### src/rtl/uart_rxe_pkg.sv
package uart_rxe_pkg;
  localparam int DATA_W = 8;

  typedef struct packed {
    logic brk;
    logic frm;
    logic par;
    logic ovr;
  } rxErr_t;

  typedef struct packed {
    logic       startFrame;
    logic       takeData;
    logic [2:0] bitIdx;
    logic       takeParity;
    logic       takeStop;
    logic       pushChar;
    logic       flush;
  } rxStrobe_t;
endpackage

### src/rtl/uart_rxe_ctrl.sv
module uart_rxe_ctrl
  import uart_rxe_pkg::*;
#(
  parameter int OVS     = 16,
  parameter int TO_BITS = 4
) (
  input  logic       clk,
  input  logic       rstN,
  input  logic       rxEnable,
  input  logic       fifoClear,
  input  logic       subTick,
  input  logic       rxIn,
  input  logic [1:0] dataBitsSel,
  input  logic       parityOn,
  input  logic       stopSel,
  input  logic       toAck,
  output rxStrobe_t  strb,
  output logic       irqTimeout
);
  localparam int SW = $clog2(OVS);
  localparam int TW = $clog2(TO_BITS * OVS);
  localparam logic [SW-1:0] MID  = SW'(OVS / 2 - 1);
  localparam logic [SW-1:0] LAST = SW'(OVS - 1);
  localparam logic [TW-1:0] TO_LIMIT = TW'(TO_BITS * OVS - 1);

  typedef enum logic [2:0] {S_IDLE, S_START, S_DATA, S_PARITY, S_STOP, S_WAITHI} rxState_e;

  rxState_e      state;
  logic [SW-1:0] tickCnt;
  logic [2:0]    bitCnt;
  logic          stopCnt;
  logic          pushNext;
  logic          toArmed;
  logic          toFlag;
  logic [TW-1:0] toCnt;
  logic [2:0]    lastData;
  logic          sampleNow;

  assign lastData  = 3'(dataBitsSel) + 3'd4;
  assign sampleNow = rxEnable && subTick && (tickCnt == MID);

  always_ff @(posedge clk or negedge rstN) begin
    if (!rstN) begin
      state <= S_IDLE; tickCnt <= '0; bitCnt <= '0; stopCnt <= 1'b0;
      pushNext <= 1'b0; toArmed <= 1'b0; toCnt <= '0; toFlag <= 1'b0;
    end else if (!rxEnable) begin
      state <= S_IDLE; tickCnt <= '0; bitCnt <= '0; stopCnt <= 1'b0;
      pushNext <= 1'b0; toArmed <= 1'b0; toCnt <= '0; toFlag <= 1'b0;
    end else begin
      pushNext <= 1'b0;
      if (toAck) toFlag <= 1'b0;
      if (subTick) begin
        unique case (state)
          S_IDLE: begin
            if (!rxIn) begin
              state   <= S_START;
              tickCnt <= SW'(1);
              toFlag  <= 1'b0;
              toArmed <= 1'b0;
              toCnt   <= '0;
            end else if (toArmed) begin
              if (toCnt == TO_LIMIT) begin
                toFlag  <= 1'b1;
                toArmed <= 1'b0;
              end else begin
                toCnt <= toCnt + TW'(1);
              end
            end
          end
          S_START: begin
            tickCnt <= tickCnt + SW'(1);
            if (tickCnt == MID && rxIn) begin
              state <= S_IDLE;
            end else if (tickCnt == LAST) begin
              state  <= S_DATA;
              bitCnt <= '0;
            end
          end
          S_DATA: begin
            tickCnt <= tickCnt + SW'(1);
            if (tickCnt == LAST) begin
              if (bitCnt == lastData) begin
                state   <= parityOn ? S_PARITY : S_STOP;
                stopCnt <= 1'b0;
              end else begin
                bitCnt <= bitCnt + 3'd1;
              end
            end
          end
          S_PARITY: begin
            tickCnt <= tickCnt + SW'(1);
            if (tickCnt == LAST) begin
              state   <= S_STOP;
              stopCnt <= 1'b0;
            end
          end
          S_STOP: begin
            tickCnt <= tickCnt + SW'(1);
            if (tickCnt == MID && stopCnt == stopSel) begin
              pushNext <= 1'b1;
              toArmed  <= 1'b1;
              toCnt    <= '0;
              state    <= rxIn ? S_IDLE : S_WAITHI;
            end else if (tickCnt == LAST) begin
              stopCnt <= 1'b1;
            end
          end
          S_WAITHI: if (rxIn) state <= S_IDLE;
          default: state <= S_IDLE;
        endcase
      end
    end
  end

  always_comb begin
    strb            = '0;
    strb.startFrame = rxEnable && subTick && (state == S_IDLE) && !rxIn;
    strb.takeData   = sampleNow && (state == S_DATA);
    strb.bitIdx     = bitCnt;
    strb.takeParity = sampleNow && (state == S_PARITY);
    strb.takeStop   = sampleNow && (state == S_STOP);
    strb.pushChar   = pushNext;
    strb.flush      = !rxEnable || fifoClear;
  end

  assign irqTimeout = toFlag;

  AST_GLITCH_DROP: assert property (@(posedge clk) disable iff (!rstN)
    (state == S_START && subTick && tickCnt == MID && rxIn) |=> state == S_IDLE);
  AST_STROBE_EXCL: assert property (@(posedge clk) disable iff (!rstN)
    $onehot0({strb.takeData, strb.takeParity, strb.takeStop, strb.pushChar}));
  AST_TO_START_CLEAR: assert property (@(posedge clk) disable iff (!rstN)
    strb.startFrame |=> !irqTimeout);
  AST_TO_IDLE_ONLY: assert property (@(posedge clk) disable iff (!rstN)
    $rose(irqTimeout) |-> (state == S_IDLE));
endmodule

### src/rtl/uart_rxe_dp.sv
module uart_rxe_dp
  import uart_rxe_pkg::*;
#(
  parameter int DEPTH = 16,
  localparam int AW = $clog2(DEPTH),
  localparam int CW = AW + 1
) (
  input  logic              clk,
  input  logic              rstN,
  input  rxStrobe_t         strb,
  input  logic              rxIn,
  input  logic [2:0]        parityMode,
  input  logic [1:0]        trigSel,
  input  logic              rdPop,
  output logic [DATA_W-1:0] rdData,
  output logic [3:0]        errStatus,
  output logic [AW-1:0]     fifoCount,
  output logic              fifoFull,
  output logic              irqLevel,
  output logic              irqError
);
  logic [DATA_W-1:0] shiftReg;
  logic              parSample, stopBad, allLow, parErr, dataPar;
  logic [DATA_W-1:0] memData [DEPTH];
  rxErr_t            memErr  [DEPTH];
  logic [AW-1:0]     wrPtr, rdPtr;
  logic [CW-1:0]     count, thr;
  logic              ovrPend, empty, doPop, doPush;

  always_ff @(posedge clk or negedge rstN) begin
    if (!rstN) begin
      shiftReg <= '0; parSample <= 1'b0; stopBad <= 1'b0; allLow <= 1'b0;
    end else if (strb.startFrame) begin
      shiftReg <= '0; parSample <= 1'b0; stopBad <= 1'b0; allLow <= 1'b1;
    end else begin
      if (strb.takeData) shiftReg[strb.bitIdx] <= rxIn;
      if (strb.takeParity) parSample <= rxIn;
      if (strb.takeStop && !rxIn) stopBad <= 1'b1;
      if ((strb.takeData || strb.takeParity || strb.takeStop) && rxIn) allLow <= 1'b0;
    end
  end

  assign dataPar = ^shiftReg;
  always_comb begin
    unique case (parityMode)
      3'd1:    parErr = dataPar ^ parSample;
      3'd2:    parErr = ~(dataPar ^ parSample);
      3'd3:    parErr = ~parSample;
      3'd4:    parErr = parSample;
      default: parErr = 1'b0;
    endcase
  end

  assign empty  = (count == '0);
  assign doPop  = rdPop && !empty;
  assign doPush = strb.pushChar && (!fifoFull || doPop);

  always_ff @(posedge clk) begin
    if (doPush && !strb.flush) begin
      memData[wrPtr] <= shiftReg;
      memErr[wrPtr]  <= '{brk: allLow, frm: stopBad, par: parErr, ovr: 1'b0};
    end
  end

  always_ff @(posedge clk or negedge rstN) begin
    if (!rstN) begin
      wrPtr <= '0; rdPtr <= '0; count <= '0; ovrPend <= 1'b0;
    end else if (strb.flush) begin
      wrPtr <= '0; rdPtr <= '0; count <= '0; ovrPend <= 1'b0;
    end else begin
      if (doPush) wrPtr <= wrPtr + AW'(1);
      if (doPop) rdPtr <= rdPtr + AW'(1);
      count <= count + CW'(doPush) - CW'(doPop);
      if (doPop) ovrPend <= 1'b0;
      else if (strb.pushChar && fifoFull) ovrPend <= 1'b1;
    end
  end

  always_comb begin
    unique case (trigSel)
      2'd0:    thr = CW'(1);
      2'd1:    thr = CW'(DEPTH / 4);
      2'd2:    thr = CW'(DEPTH / 2);
      default: thr = CW'(DEPTH * 3 / 4);
    endcase
  end

  assign fifoCount = count[AW-1:0];
  assign fifoFull  = count[AW];
  assign rdData    = empty ? '0 : memData[rdPtr];
  assign errStatus = empty ? 4'd0 : (memErr[rdPtr] | {3'b000, ovrPend});
  assign irqLevel  = (count >= thr);
  assign irqError  = |errStatus;

  AST_FLUSH_EMPTY: assert property (@(posedge clk) disable iff (!rstN)
    strb.flush |=> (fifoCount == '0 && !fifoFull && errStatus == 4'd0));
  AST_OVR_TAG: assert property (@(posedge clk) disable iff (!rstN)
    (strb.pushChar && fifoFull && !rdPop && !strb.flush) |=> errStatus[0]);
  AST_POP_COUNT: assert property (@(posedge clk) disable iff (!rstN)
    (rdPop && !empty && !strb.pushChar && !strb.flush) |=> count == $past(count) - CW'(1));
  AST_EMPTY_QUIET: assert property (@(posedge clk) disable iff (!rstN)
    empty |-> (!irqError && rdData == '0));
endmodule

### src/rtl/uart_rxe_top.sv
module uart_rxe_top
  import uart_rxe_pkg::*;
#(
  parameter int DEPTH   = 16,
  parameter int OVS     = 16,
  parameter int TO_BITS = 4,
  localparam int AW = $clog2(DEPTH)
) (
  input  logic              clk,
  input  logic              rstN,
  input  logic              rxEnable,
  input  logic              fifoClear,
  input  logic              subTick,
  input  logic              rxIn,
  input  logic [1:0]        dataBitsSel,
  input  logic [2:0]        parityMode,
  input  logic              stopSel,
  input  logic [1:0]        trigSel,
  input  logic              rdPop,
  input  logic              toAck,
  output logic [DATA_W-1:0] rdData,
  output logic [3:0]        errStatus,
  output logic [AW-1:0]     fifoCount,
  output logic              fifoFull,
  output logic              irqLevel,
  output logic              irqError,
  output logic              irqTimeout
);
  rxStrobe_t strb;
  logic      parityOn;

  assign parityOn = (parityMode >= 3'd1) && (parityMode <= 3'd4);

  uart_rxe_ctrl #(.OVS(OVS), .TO_BITS(TO_BITS)) u_ctrl (
    .clk(clk), .rstN(rstN), .rxEnable(rxEnable), .fifoClear(fifoClear),
    .subTick(subTick), .rxIn(rxIn), .dataBitsSel(dataBitsSel),
    .parityOn(parityOn), .stopSel(stopSel), .toAck(toAck),
    .strb(strb), .irqTimeout(irqTimeout)
  );

  uart_rxe_dp #(.DEPTH(DEPTH)) u_dp (
    .clk(clk), .rstN(rstN), .strb(strb), .rxIn(rxIn),
    .parityMode(parityMode), .trigSel(trigSel), .rdPop(rdPop),
    .rdData(rdData), .errStatus(errStatus), .fifoCount(fifoCount),
    .fifoFull(fifoFull), .irqLevel(irqLevel), .irqError(irqError)
  );
endmodule

### config.mk
export PLATFORM = sky130hd
export DESIGN_NAME = uart_rxe_top
export DESIGN_NICKNAME = d
export VERILOG_FILES = /design/src/rtl/uart_rxe_pkg.sv /design/src/rtl/uart_rxe_ctrl.sv /design/src/rtl/uart_rxe_dp.sv /design/src/rtl/uart_rxe_top.sv
export SDC_FILE = /design/constraint.sdc
export NUM_CORES = 1
export LEC_CHECK = 0
export CORE_MARGIN = 10
export CORE_UTILIZATION = 45
export CTS_BUF_LIST = sky130_fd_sc_hd__clkbuf_16
export DETAILED_ROUTE_END_ITERATION = 7
export DONT_BUFFER_PORTS = 1
export PLACE_DENSITY = 0.58
export RECOVER_POWER = 50
export SYNTH_ARGS = -nofsm -noshare
export SYNTH_HDL_FRONTEND = slang
export SYNTH_HIERARCHICAL = 1
export SYNTH_SLANG_ARGS = --single-unit
### constraint.sdc
create_clock -name clk -period 6.5 [get_ports clk]
set_clock_uncertainty 0.2 [all_clocks]
set_input_delay 0.325 -clock clk [delete_from_list [all_inputs] [get_ports clk]]
set_output_delay 0.325 -clock clk [all_outputs]
set_load 0.02 [all_outputs]
==> metrics.md <==
| Metric | Value |
|---|---|
| Vias in the first global route | 5450 |
| IO buf count | 0 |
| Post-synthesis net count | 642 |
| Count of yosys warnings during synthesis | 6 |
| Final critical-path required period | roughly 3.8 ns |
| Core occupancy in the finished layout | about 51% |
| Final setup slack of the worst path | around 2.7 ns |
| Filler instances | around 1700 |
| Worst slew pin tran | approximately 2.5 ns |
| Number of antenna violations at the first check in global routing | 0 |
| Post-Layout Cell Count | roughly 900 |
| Setup TNS after final layout | 0 ns |
| Clock buffer depth | 3 |
| Number of hold-slack violations in the final timing report | 0 |
| Clock latency on the worst-skew pair | 0.50 ns |
| Violated checks | max-capacitance violations, max-slew violations |
| Tightest hold margin | 0.0192 ns |
| Instance count after placement with tap cells included | 860 |
| Std cell rows | 53 |
| Global routing met2 resource utilization | between 20% and 30% |
| Setup violations, final | 0 |
| TritonCTS sink count | 221 |
| Number of cells upsized or downsized after cts | 0 |
| Power density of the placed cells | 317 nW/um2 |
| Maximum number of pins on one net before global-route repair | 48 |
| Drt total wl | approximately 20 mm |
| Sequential element share of the synthesized area | between 60% and 70% |
| Routability-driven placement congestion ratio | 0.812 |
| RSZ-0062 raised after global routing | no |
| Clock tree from TritonCTS | yes |
| Final instance area | between 10000 and 15000 um2 |
| Path type of the worst min-delay path | input pin to flop |
| Most frequent cell after synthesis | sky130_fd_sc_hd__edfxtp_1 |
| Max-capacitance violation count | 1 |
| Distinct cells, synth | 66 |
| Diodes inserted | 0 |
| Number of clock buffers inserted by TritonCTS | 24 |
| Wire length of the first global-routing pass | approximately 32 mm |
| Antenna-violating nets left | 0 |
| Global-route usage over all layers | approximately 14% |
| Critical path fanouts, max | 28 |
| Cell types with the largest area share after synthesis | sky130_fd_sc_hd__edfxtp_1, sky130_fd_sc_hd__mux4_2, sky130_fd_sc_hd__dfrtp_1, sky130_fd_sc_hd__ha_1, sky130_fd_sc_hd__nor2_1 |
| Width of the die | approximately 170 um |
| Total power draw | roughly 3.4 mW |
| Post-DR vias/cell | just under 6 |
| Synth async-reset ratio | 20.4% |
| Iteration count of the initial detailed-routing pass | 5 |
| GRT met1 Usage | 19.2% |
| Post-place setup slack | around 3.1 ns |
| Number of design rule violations left after detail routing | 0 |
| Boundary pin count | 36 |
| Final Cycle Share | about three fifths |
| Per-cell routed wire length | roughly 22 um |
| Max Clock Freq | 263 MHz |
| Status | finished with violations |
| Area taken by multi-input logic gates | a little over 3000 um2 |
| Total via count after detailed routing | 5285 |
| Synthesis-stage register bit count | ~220 |
| DP Area | 9950 um2 |
| DRC violation total after the first TritonRoute iteration | 340 |
| Storage element area | approximately 6400 um2 |
| Arrival time worst endpoint | around 3.3 ns |
| Headroom to the max-slew limit | -69.9% |
| Die height | ~170 um |
| Number of enable-type register cells in the synthesized netlist | 176 |
| P_leak | ~3.6 nW |
| Kind of end point of the critical path | output port |
| Half-perimeter wire length after placement | 12.9 mm |
| Cells after Synth | ~600 |
| Nets | roughly 650 |
| Post-synth top area cell | sky130_fd_sc_hd__edfxtp_1 |
| Count of pins over their slew limit | 46 |
| Initial standard-cell utilization of the core | about 46% |
| Share of cells above drive strength 1 | 16.0% |
| Combined area of all synthesized cells | slightly below 10000 um2 |
| Postcts setup bufs | 0 |
| Ranking of synthesized cells by instance count | sky130_fd_sc_hd__edfxtp_1, sky130_fd_sc_hd__mux4_2, sky130_fd_sc_hd__dfrtp_1 |
| Clock transition at path regs | about 0.060 ns |
| Element type at the critical path start | flop |
| Die Outline Area | around 28000 um2 |
| Maximum vdd drop | 161 uV |
| Area share of the largest cell type after synthesis | between 50% and 60% |
| Synthesis-to-layout area growth | 10.5% |
| Most crowded layer after global routing | met2 |
| Path type of the worst setup path | flop to output port |
| H-tree level count | 1 |
| Required time of the worst setup path | between 5 and 6 ns |
| Core box area | between 20000 and 25000 um2 |
| Total global routing overflow | 0 |
| Syn_area_per_cell | roughly 16 um2 |
| Top_reg_cell synth | sky130_fd_sc_hd__edfxtp_1 |
| CTS Root Cell | sky130_fd_sc_hd__clkbuf_16 |
| Met3 track utilization from global routing | between 2 and 2.5% |
==> worst max-delay path, stage by stage, from the launching register on <==
cell and delay [ns]:
sky130_fd_sc_hd__dfrtp_2 0.98, sky130_fd_sc_hd__buf_4 0.51, sky130_fd_sc_hd__mux4_2 0.57, sky130_fd_sc_hd__mux4_2 0.47, sky130_fd_sc_hd__nor2b_1 0.23
==> cell families after synthesis <==
| logic type | synth area share, % |
|---|---|
| buf+inv | 2.29 |
| mux | 13.4 |
| fa+ha+maj | 2.39 |
| flops | 66.0 |
| xor+xnor | 1.71 |
| simple gates | 9.40 |
| compound gates | 4.81 |
==> final cells by class <==
class / instances / share of cell area [%]
Tap cell: 275 / 3.20
Clock buffer: 25 / 5.82
Inverter: 20 / 0.699
Multi-Input combinational cell: 341 / 28.6
Timing Repair Buffer: 12 / 0.955
Clock inverter: 19 / 1.03
Sequential cell: 221 / 59.7
==> metal layers <==
metal | up-vias | wire (um) | part of all wire (%)
met3 | 16 | 1080 | 5.3
li1 | 2385 | - | -
met2 | 144 | 10200 | 50
met4 | 0 | 212 | 1.0
met1 | 2740 | 8970 | 44
met5 | - | 0 | 0
==> final timing paths <==
check                                start              end  slack (ns)  depth (start not counted)
min in group asynchronous             rstN  u_ctrl/toCnt[5]        0.97                          2
max                          u_dp/rdPtr[0]        rdData[4]        2.70                          4
max reg2reg                  u_dp/count[2]    u_dp/count[4]        2.75                         15
min reg2reg                u_ctrl/toCnt[5]  u_ctrl/toCnt[5]        0.32                          1
max in group asynchronous             rstN    u_dp/rdPtr[0]        3.49                          2
min                               rxEnable  u_ctrl/state[1]        0.02                          3
==> cells in the final DEF (no fill, tap or decap), types with 4 or more instances in the layout <==
master | Yosys | final
sky130_fd_sc_hd__ha_1 | 17 | 17
sky130_fd_sc_hd__dfrtp_1 | 45 | 43
sky130_fd_sc_hd__xnor2_1 | 15 | 15
sky130_fd_sc_hd__nor2b_1 | 16 | 16
sky130_fd_sc_hd__edfxtp_1 | 176 | 176
sky130_fd_sc_hd__clkinv_1 | 0 | 4
sky130_fd_sc_hd__nand3_1 | 15 | 15
sky130_fd_sc_hd__nor3_1 | 10 | 10
sky130_fd_sc_hd__mux2i_1 | 10 | 10
sky130_fd_sc_hd__clkinv_2 | 0 | 7
sky130_fd_sc_hd__nand4_1 | 4 | 4
sky130_fd_sc_hd__and3_1 | 7 | 7
sky130_fd_sc_hd__xor2_1 | 4 | 4
sky130_fd_sc_hd__dlygate4sd3_1 | 0 | 8
sky130_fd_sc_hd__a21oi_1 | 15 | 15
sky130_fd_sc_hd__and2_1 | 13 | 12
sky130_fd_sc_hd__o31ai_1 | 4 | 4
sky130_fd_sc_hd__nand2_1 | 24 | 25
sky130_fd_sc_hd__inv_1 | 20 | 26
sky130_fd_sc_hd__nor2_1 | 42 | 43
sky130_fd_sc_hd__nand2b_1 | 7 | 7
sky130_fd_sc_hd__mux4_2 | 52 | 52
sky130_fd_sc_hd__a31oi_1 | 8 | 8
sky130_fd_sc_hd__o21ai_0 | 21 | 22
sky130_fd_sc_hd__clkbuf_16 | 0 | 25
==> power breakdown <==
part	internal (mW)	switching [mW]	leakage, nW
clock network	0.732	0.524	0.388
logic	0.191	0.332	0.980
registers	1.54	0.0837	2.28
==> timing repair <==
item / 4_1_cts / 5_1_grt
hold buffers: 9 / 0
endpoints found under the setup margin: 0 / 0
endpoints found under the hold margin: 71 / 0
==> flip-flops by register name, summed over array words and instances, names as in the netlist, 3 cells and up <==
register	flops
u_ctrl/bitCnt	3
u_ctrl/state	3
u_ctrl/tickCnt	4
u_ctrl/toCnt	6
u_dp/count	5
u_dp/memData	128
u_dp/memErr	48
u_dp/rdPtr	4
u_dp/shiftReg	8
u_dp/wrPtr	4
No activity file was read; power rests on OpenSTA's default activity.
